### src/rtl/msi_pkg.sv
package msi_pkg;
  typedef enum logic [1:0] {
    ST_I = 2'd0,
    ST_S = 2'd1,
    ST_M = 2'd2
  } line_st_t;

  typedef enum logic [1:0] {
    CMD_NONE = 2'd0,
    CMD_RD   = 2'd1,
    CMD_RDX  = 2'd2,
    CMD_WB   = 2'd3
  } bus_cmd_t;
endpackage

### src/rtl/msi_tag_match.sv
module msi_tag_match #(
  parameter int LINES = 4,
  parameter int TAG_W = 8,
  localparam int IDX_W = (LINES > 1) ? $clog2(LINES) : 1
) (
  input  logic [LINES-1:0]            occ,
  input  logic [LINES-1:0][TAG_W-1:0] tags,
  input  logic [TAG_W-1:0]            key,
  output logic                        hit,
  output logic [IDX_W-1:0]            idx
);
  logic [LINES-1:0] match;

  for (genvar g = 0; g < LINES; g++) begin : g_cmp
    assign match[g] = occ[g] && (tags[g] == key);
  end

  always_comb begin
    hit = 1'b0;
    idx = '0;
    for (int i = LINES - 1; i >= 0; i--) begin
      if (match[i]) begin
        hit = 1'b1;
        idx = IDX_W'(i);
      end
    end
  end
endmodule

### src/rtl/msi_alloc.sv
module msi_alloc #(
  parameter int LINES = 4,
  localparam int IDX_W = (LINES > 1) ? $clog2(LINES) : 1
) (
  input  logic             clk,
  input  logic             rst_n,
  input  logic [LINES-1:0] occ,
  input  logic             advance,
  output logic             free_any,
  output logic [IDX_W-1:0] free_idx,
  output logic [IDX_W-1:0] victim_idx
);
  logic [IDX_W-1:0] ptr_q;

  always_comb begin
    free_any = 1'b0;
    free_idx = '0;
    for (int i = LINES - 1; i >= 0; i--) begin
      if (!occ[i]) begin
        free_any = 1'b1;
        free_idx = IDX_W'(i);
      end
    end
  end

  always_ff @(posedge clk) begin
    if (!rst_n) ptr_q <= '0;
    else if (advance) ptr_q <= (ptr_q == IDX_W'(LINES - 1)) ? '0 : ptr_q + 1'b1;
  end

  assign victim_idx = ptr_q;
endmodule

### src/rtl/msi_snoop_ctrl.sv
module msi_snoop_ctrl
  import msi_pkg::*;
#(
  parameter int LINES = 4,
  parameter int TAG_W = 8
) (
  input  logic             clk,
  input  logic             rst_n,
  input  logic             cpu_valid,
  input  logic             cpu_write,
  input  logic [TAG_W-1:0] cpu_tag,
  output logic             cpu_ready,
  output logic             cpu_hit,
  output logic             bus_req,
  output logic [1:0]       bus_cmd,
  output logic [TAG_W-1:0] bus_tag,
  input  logic             bus_gnt,
  input  logic             snp_valid,
  input  logic [1:0]       snp_cmd,
  input  logic [TAG_W-1:0] snp_tag,
  output logic             flush_valid,
  output logic [TAG_W-1:0] flush_tag
);
  localparam int IDX_W = (LINES > 1) ? $clog2(LINES) : 1;

  line_st_t [LINES-1:0]            st_q;
  logic     [LINES-1:0][TAG_W-1:0] tag_q;
  logic     [LINES-1:0]            occ;

  for (genvar g = 0; g < LINES; g++) begin : g_occ
    assign occ[g] = (st_q[g] != ST_I);
  end

  logic             c_hit, s_hit, free_any, advance;
  logic [IDX_W-1:0] c_idx, s_idx, free_idx, victim_idx, target;

  msi_tag_match #(.LINES(LINES), .TAG_W(TAG_W)) i_cpu_match (
    .occ(occ), .tags(tag_q), .key(cpu_tag), .hit(c_hit), .idx(c_idx)
  );

  msi_tag_match #(.LINES(LINES), .TAG_W(TAG_W)) i_snp_match (
    .occ(occ), .tags(tag_q), .key(snp_tag), .hit(s_hit), .idx(s_idx)
  );

  msi_alloc #(.LINES(LINES)) i_alloc (
    .clk(clk), .rst_n(rst_n), .occ(occ), .advance(advance),
    .free_any(free_any), .free_idx(free_idx), .victim_idx(victim_idx)
  );

  line_st_t c_state;
  logic     no_bus, collide, full_miss, victim_dirty;
  bus_cmd_t cmd;

  always_comb begin
    c_state      = c_hit ? st_q[c_idx] : ST_I;
    no_bus       = cpu_valid && c_hit && (!cpu_write || c_state == ST_M);
    collide      = cpu_valid && snp_valid && (snp_tag == cpu_tag);
    full_miss    = !c_hit && !free_any;
    victim_dirty = full_miss && (st_q[victim_idx] == ST_M);
    target       = c_hit ? c_idx : (free_any ? free_idx : victim_idx);
    cmd          = CMD_NONE;
    bus_tag      = cpu_tag;
    if (cpu_valid && !no_bus) begin
      if (victim_dirty) begin
        cmd     = CMD_WB;
        bus_tag = tag_q[victim_idx];
      end else begin
        cmd = cpu_write ? CMD_RDX : CMD_RD;
      end
    end
  end

  assign bus_req   = (cmd != CMD_NONE);
  assign bus_cmd   = cmd;
  assign cpu_ready = cpu_valid && !collide &&
                     (no_bus || (bus_gnt && bus_req && cmd != CMD_WB));
  assign cpu_hit   = cpu_ready && no_bus;
  assign advance   = bus_gnt && bus_req && (cmd == CMD_WB || full_miss);

  assign flush_valid = snp_valid && s_hit && (st_q[s_idx] == ST_M) &&
                       (snp_cmd == CMD_RD || snp_cmd == CMD_RDX);
  assign flush_tag   = snp_tag;

  always_ff @(posedge clk) begin
    if (!rst_n) begin
      for (int i = 0; i < LINES; i++) begin
        st_q[i]  <= ST_I;
        tag_q[i] <= '0;
      end
    end else if (snp_valid && s_hit) begin
      if (snp_cmd == CMD_RD && st_q[s_idx] == ST_M) st_q[s_idx] <= ST_S;
      else if (snp_cmd == CMD_RDX) st_q[s_idx] <= ST_I;
    end else if (bus_gnt && bus_req) begin
      case (cmd)
        CMD_WB:  st_q[victim_idx] <= ST_I;
        CMD_RD: begin
          st_q[target]  <= ST_S;
          tag_q[target] <= cpu_tag;
        end
        CMD_RDX: begin
          st_q[target]  <= ST_M;
          tag_q[target] <= cpu_tag;
        end
        default: ;
      endcase
    end
  end
endmodule

### config.mk
export PLATFORM = sky130hd
export DESIGN_NAME = msi_snoop_ctrl
export DESIGN_NICKNAME = d
export VERILOG_FILES = /design/src/rtl/msi_pkg.sv /design/src/rtl/msi_tag_match.sv /design/src/rtl/msi_alloc.sv /design/src/rtl/msi_snoop_ctrl.sv
export SDC_FILE = /design/constraint.sdc
export NUM_CORES = 1
export LEC_CHECK = 0
export BUFFER_PORTS_ARGS = -buffer_cell sky130_fd_sc_hd__buf_2
export CORE_ASPECT_RATIO = 0.75
export CORE_MARGIN = 10
export CORE_UTILIZATION = 25
export CTS_BUF_LIST = sky130_fd_sc_hd__clkbuf_4
export DETAILED_ROUTE_END_ITERATION = 8
export GPL_TIMING_DRIVEN = 0
export SLEW_MARGIN = 20
export SYNTH_ARGS = -nofsm -noshare
export SYNTH_HDL_FRONTEND = slang
export SYNTH_HIERARCHICAL = 1
export SYNTH_SLANG_ARGS = --single-unit
### constraint.sdc
create_clock -name clk -period 5.39 [get_ports clk]
set_input_delay 1.078 -clock clk [delete_from_list [all_inputs] [get_ports clk]]
set_output_delay 1.078 -clock clk [all_outputs]
set_load 0.005 [all_outputs]
; Yosys cells after proc, flatten, opt, wreduce, memory -nomap -nowiden
; Index checks and enable logic that the tools add are counted.
[totals]
regBits = 42
output_inout_bits = 22
[classes]
n_addsub = 1
n_lt_le_gt_ge = 7
n_eq_ne = 20
n_mux = 55
bitwise = 14
n_reduce_logical = 47
[ops]
columns = op, n
row1 = $eq A8 B8 Y1, 9
row2 = $mux W8, 8
row3 = $mux W2, 25
row4 = $bwmux W32, 1
row5 = $logic_and A1 B1 Y1, 28
row6 = $pmux W8 S3, 1
row7 = $and A8 B8 Y8, 2
row8 = $bmux W8 S2, 1
row9 = $demux W8 S2, 1
row10 = $not A8 Y8, 2
row11 = $eq A2 B2 Y1 const B, 7
row12 = $and A4 B4 Y4, 3
row13 = $bmux W2 S2, 3
row14 = $demux W2 S2, 3
row15 = $lt A2 B3 Y1 const B, 4
row16 = $mux W1, 12
row17 = $not A4 Y4, 3
row18 = $or A4 B4 Y4, 3
row19 = $reduce_bool A2 Y1, 6
row20 = $ge A2 B1 Y1 const B, 3
row21 = $reduce_and A3 Y1, 2
row22 = $logic_not A1 Y1, 5
row23 = $eq A2 B1 Y1 const B, 2
row24 = $logic_or A1 B1 Y1, 4
row25 = 6 further kinds, 6

; Logic depth before layout (Yosys ltp)
[logic_depth]
depth_word = 21
depth_mapped = 18
ltp_nobuf = 15

; Modules after synthesis
; The synthesis kept the hierarchy.
[by_module_without_submodules]
columns = mod, n_inst, cells_each, area_per_inst_um2, seq_area_each_um2
row1 = msi_snoop_ctrl, 1, 272, 2552.4, 800.8
row2 = msi_tag_match, 2, 63, 505.5, 0.0
row3 = msi_alloc, 1, 13, 123.9, 40.0

; Worst setup path before layout
; Ideal clock, no wire load.
[synth_timing]
kind = input to output
from = input cpu_tag[7]
to = output cpu_ready
arrival_ns = 3.757
required_ns = 4.312
slack_ns = 0.555
path_stages = 14
n_path_buf = 1
cell_sequence = buf_6 > xnor2_1 > nand3_1 > nor3_1 > nor2_1 > nor3_1 > mux4_2 > o21ai_1 > nand2_1 > a21o_1 > ha_1 > nor2b_1 > nand2b_1 > a21oi_1
[synth_via]
elab_chain_len = 20
word_cells_on_any_way = 40
classes_between = eq/ne (7) / mux (13) / reduce/logical (20)
[synth_lines]
columns = element, line_no
row1 = from (decl), msi_snoop_ctrl.sv:11  ; input logic [TAG_W-1:0] cpu_tag,
row2 = $eq A8 B8 Y1, msi_tag_match.sv:15  ; assign match[g] = occ[g] && (tags[g] == key);
row3 = $logic_and A1 B1 Y1, msi_tag_match.sv:15
row4 = $mux W2 (3 in a row), msi_tag_match.sv:22  ; if (match[i]) begin
row5 = $mux W2 (*), msi_tag_match.sv:22
row6 = named net c_idx[1], msi_snoop_ctrl.sv:35  ; logic [IDX_W-1:0] c_idx, s_idx, free_idx, victim_idx, target;
row7 = $bmux W2 S2 (*), msi_snoop_ctrl.sv:55  ; c_state = c_hit ? st_q[c_idx] : ST_I;
row8 = $mux W2 (implied by the code) (*), msi_snoop_ctrl.sv:55
row9 = $mux W2 (*), msi_snoop_ctrl.sv:55
row10 = (+2 left out), n/a
row11 = $logic_and A1 B1 Y1 (*), msi_snoop_ctrl.sv:56  ; no_bus = cpu_valid && c_hit && (!cpu_write || c_state == ST_M);
row12 = $logic_not A1 Y1, msi_snoop_ctrl.sv:63  ; if (cpu_valid && !no_bus) begin
row13 = $logic_and A1 B1 Y1, msi_snoop_ctrl.sv:63
row14 = $mux W2, msi_snoop_ctrl.sv:63
row15 = $reduce_bool A2 Y1, msi_snoop_ctrl.sv:73  ; assign bus_req = (cmd != CMD_NONE);
row16 = $logic_and A1 B1 Y1 (2 in a row), msi_snoop_ctrl.sv:76  ; (no_bus || (bus_gnt && bus_req && cmd != CMD_WB));
row17 = $logic_or A1 B1 Y1 (*), msi_snoop_ctrl.sv:76
row18 = $logic_and A1 B1 Y1 (*), msi_snoop_ctrl.sv:75  ; assign cpu_ready = cpu_valid && !collide &&
row19 = to (decl), msi_snoop_ctrl.sv:12  ; output logic cpu_ready,
; The timed path passes the listed nets; every way through them passes the cells marked *. The select of a mux whose other input is x is not followed.

; Worst setup path after layout
[layout_timing]
from = input cpu_tag[0]
to = output cpu_ready
; The elaborated chain is that of the path after synthesis.

==> impl_metrics.py <==
metrics = {
    "outcome": {
        "outcome": "completed",
    },
    "sta": {
        "setup_viol": 0,
        "finClkSkew_ps": 16.4,
        "finalHoldViolCount": 0,
        "post-route-min-period_ps": 5220,
        "final.setup.tns_ps": 0,
        "whs_ps": 574,
        "slew_headroom_pct": 48.7,
        "tightest_slew_ps": 770,
        "drv_slew": 0,
        "rsz0062_at_grt": "no",
        "fmax_mhz": 191,
        "period_share_pct": 96.9,
    },
    "route": {
        "viasPerCell": 4.77,
        "num_vias": 3177,
        "avgRoutedWirePerCell_um": 16.5,
        "drtPass1Iterations": 5,
        "dr.first_iter.drc_count": 299,
        "ant_nets": 0,
        "wirelength_um": 11000,
        "post-route-drc-count": 0,
    },
    "die": {
        "initial_utilization_pct": 25.5,
        "num_rows": 38,
        "die_h_um": 125,
        "ioPinCount": 46,
        "dieArea_mm2": 0.0201,
        "coreArea_mm2": 0.0145,
        "die_w_um": 160,
    },
    "critical_path": {
        "worstPathArrival_ps": 4150,
        "regToRegStartpoint": "tag_q[24]",
        "required_ps": 4310,
        "endpoint_kind": "output port",
        "r2r_cells": 15,
        "r2r_slack_ps": 1290,
        "critPathLaunchType": "input pin",
        "critPathKind": "in -> out",
        "crit_fanout": 7,
    },
    "cts": {
        "clock_sinks": 42,
        "cts.clk_slew.worst_paths_ps": 120,
        "numCtsBuffers": 5,
        "cts_tree": "done",
        "clk-insertion-delay-late_ps": 370,
        "cts_buffer_depth": 2,
        "hold_buffers": 0,
        "root_buffer": "clkbuf_4",
        "h-tree-depth": 2,
    },
    "yosys": {
        "synth.distinct_cells": 45,
        "yosysSeqAreaShare_pct": 22.8,
        "synth_area_mm2": 0.00369,
        "syn_avg_cell_area_um2": 8.97,
        "synth_area_leaders": "dfxtp_1 23%, xnor2_1 14%, mux2i_1 9.2%, mux4_2 6.7%, nor2_1 4.9%",
        "async_reset_ff_share_pct": 0,
        "synth_top_area_share_pct": 22.8,
        "synth_warnings": 6,
        "synth_top_cell_by_area": "dfxtp_1",
        "syn_inst": 411,
        "synth_nets": 442,
        "yosysMostFrequentCell": "xnor2_1",
        "dominantRegCellSynth": "dfxtp_1",
        "ys_seq_elements": 42,
        "netlist_top_cells_count": "57 x xnor2_1, 48 x nor2_1, 42 x dfxtp_1, 34 x mux2i_1, 25 x nand2_1",
        "synth-edff-count": 0,
    },
    "cells_and_area": {
        "nets": 495,
        "syn_to_final_growth_pct": 16.3,
        "drive_gt1_share_pct": 26.0,
        "num-fill-cells": 1563,
    },
    "global_routing": {
        "antenna_found_initial": 1,
        "grt_start_max_net_pins": 14,
        "grt-ovfl-total": 0,
        "grt_first_pass_wirelength_um": 17100,
        "grt_pass1_vias": 3088,
        "track_usage_pct": 10.5,
    },
    "job": {
        "drv_cap": 0,
    },
    "worst_hold_path": {
        "whs_endpoint": "st_q[7]",
        "min_from": "st_q[7]",
        "worstHoldPathCells": 2,
        "hp-class": "reg -> reg",
    },
    "power": {
        "leakage_nw": 1.67,
        "ir_drop_uv": 57.2,
        "power_per_cell_area_mw_per_mm2": 164,
    },
    "placement": {
        "dpl.hpwl_um": 8670,
        "port_buffers": 45,
        "gp_congestion": 0.882,
    },
}
[what timing repair did]
| action | in CTS | in global routing |
|---|---|---|
| buffers inserted | 0 | 1 |
| resized for setup | 2 | 5 |
| pin swaps | 0 | 2 |
| endpoints found under the setup margin | 1 | 1 |
[cells by family after synthesis]
kind of cell | synth area share, %
xor+xnor | 18.7
compound gates | 10.5
fa+ha+maj | 2.38
buf+inv | 7.94
flops | 22.8
mux | 19.8
simple gates | 17.8
[per-stage QoR]
stage / instance area [um^2] / total power, W / setup WS, ps / utilization [%] / instances
6_report: 4290 / 0.000701 / 167 / 29.7 / 666
5_1_grt: 4290 / 0.000735 / 23.9 / 29.7 / 666
4_1_cts: 4260 / 0.000709 / 12.0 / 29.4 / 664
3_5_place_dp: 4160 / 0.000492 / -274 / 28.8 / 656
3_3_place_gp: 4160 / 0.000490 / -220 / 28.8 / 656
2_1_floorplan: 3690 / 0.000437 / 555 / - / 411
[worst max-delay path by stage]
stage	cells past startpoint	startpoint	endpoint	slack (ps)
5_1_grt	16	cpu_tag[0]	cpu_ready	20
4_1_cts	16	cpu_tag[0]	cpu_ready	10
3_5_place_dp	16	cpu_tag[0]	cpu_ready	-270
3_3_place_gp	16	cpu_tag[0]	cpu_ready	-220
6_report	16	cpu_tag[0]	cpu_ready	170
2_1_floorplan	14	cpu_tag[7]	cpu_ready	550
[worst max-delay path, stage by stage]
cell and delay, ps:
buf_2 150, buf_6 140, xnor2_1 250, nand4_1 180, nor3_2 180, nor2_1 110
nor3_4 270, mux4_2 570, o21ai_2 170, nand2_1 120, a21o_1 190, ha_1 240
nor2b_4 160, nand2b_1 70, a21oi_1 130, buf_2 130
[layer usage]
metal | GRT usage (%) | vias up | part of all wire (%)
met4 | 2.42 | 0 | 0.97
met2 | 14.8 | 105 | 41
met1 | 15.7 | 1526 | 51
met5 | 0 | - | 0
li1 | - | 1539 | -
met3 | 2.33 | 7 | 7.0
[layout by cell type, fill, tap and decap left out, types with 9 or more instances in the layout]
master,n
nand2_1,25
nand3_1,12
a21oi_1,22
mux2i_1,34
buf_4,9
nand4_1,9
dfxtp_1,42
xnor2_1,57
nor2_1,48
mux4_2,11
buf_2,51
buf_6,14
[power breakdown]
part	total [W]	switching (W)	internal, W
Sequential	0.000321	0.00000623	0.000315
Combinational	0.000166	0.0000905	0.0000759
Clock	0.000214	0.000111	0.000103
[area by class of cell]
class	count	area, um^2	area share (%)
flip-flops and latches	42	841	19.6
diodes	1	2.50	0.0584
clock buffers	6	45.0	1.05
inverters	6	22.5	0.525
clock inverters	2	37.5	0.875
repair buffers	46	233	5.43
multi-input cells	329	2590	60.3
plain buffers	34	270	6.30
well taps	200	250	5.84
[registers in the layout, summed over array words and instances, names as in the netlist, named ones only]
| signal | cells |
|---|---|
| st_q | 4 |
| i_alloc/victim_idx | 2 |
| tag_q | 32 |
(Power assumes the default switching activity.)
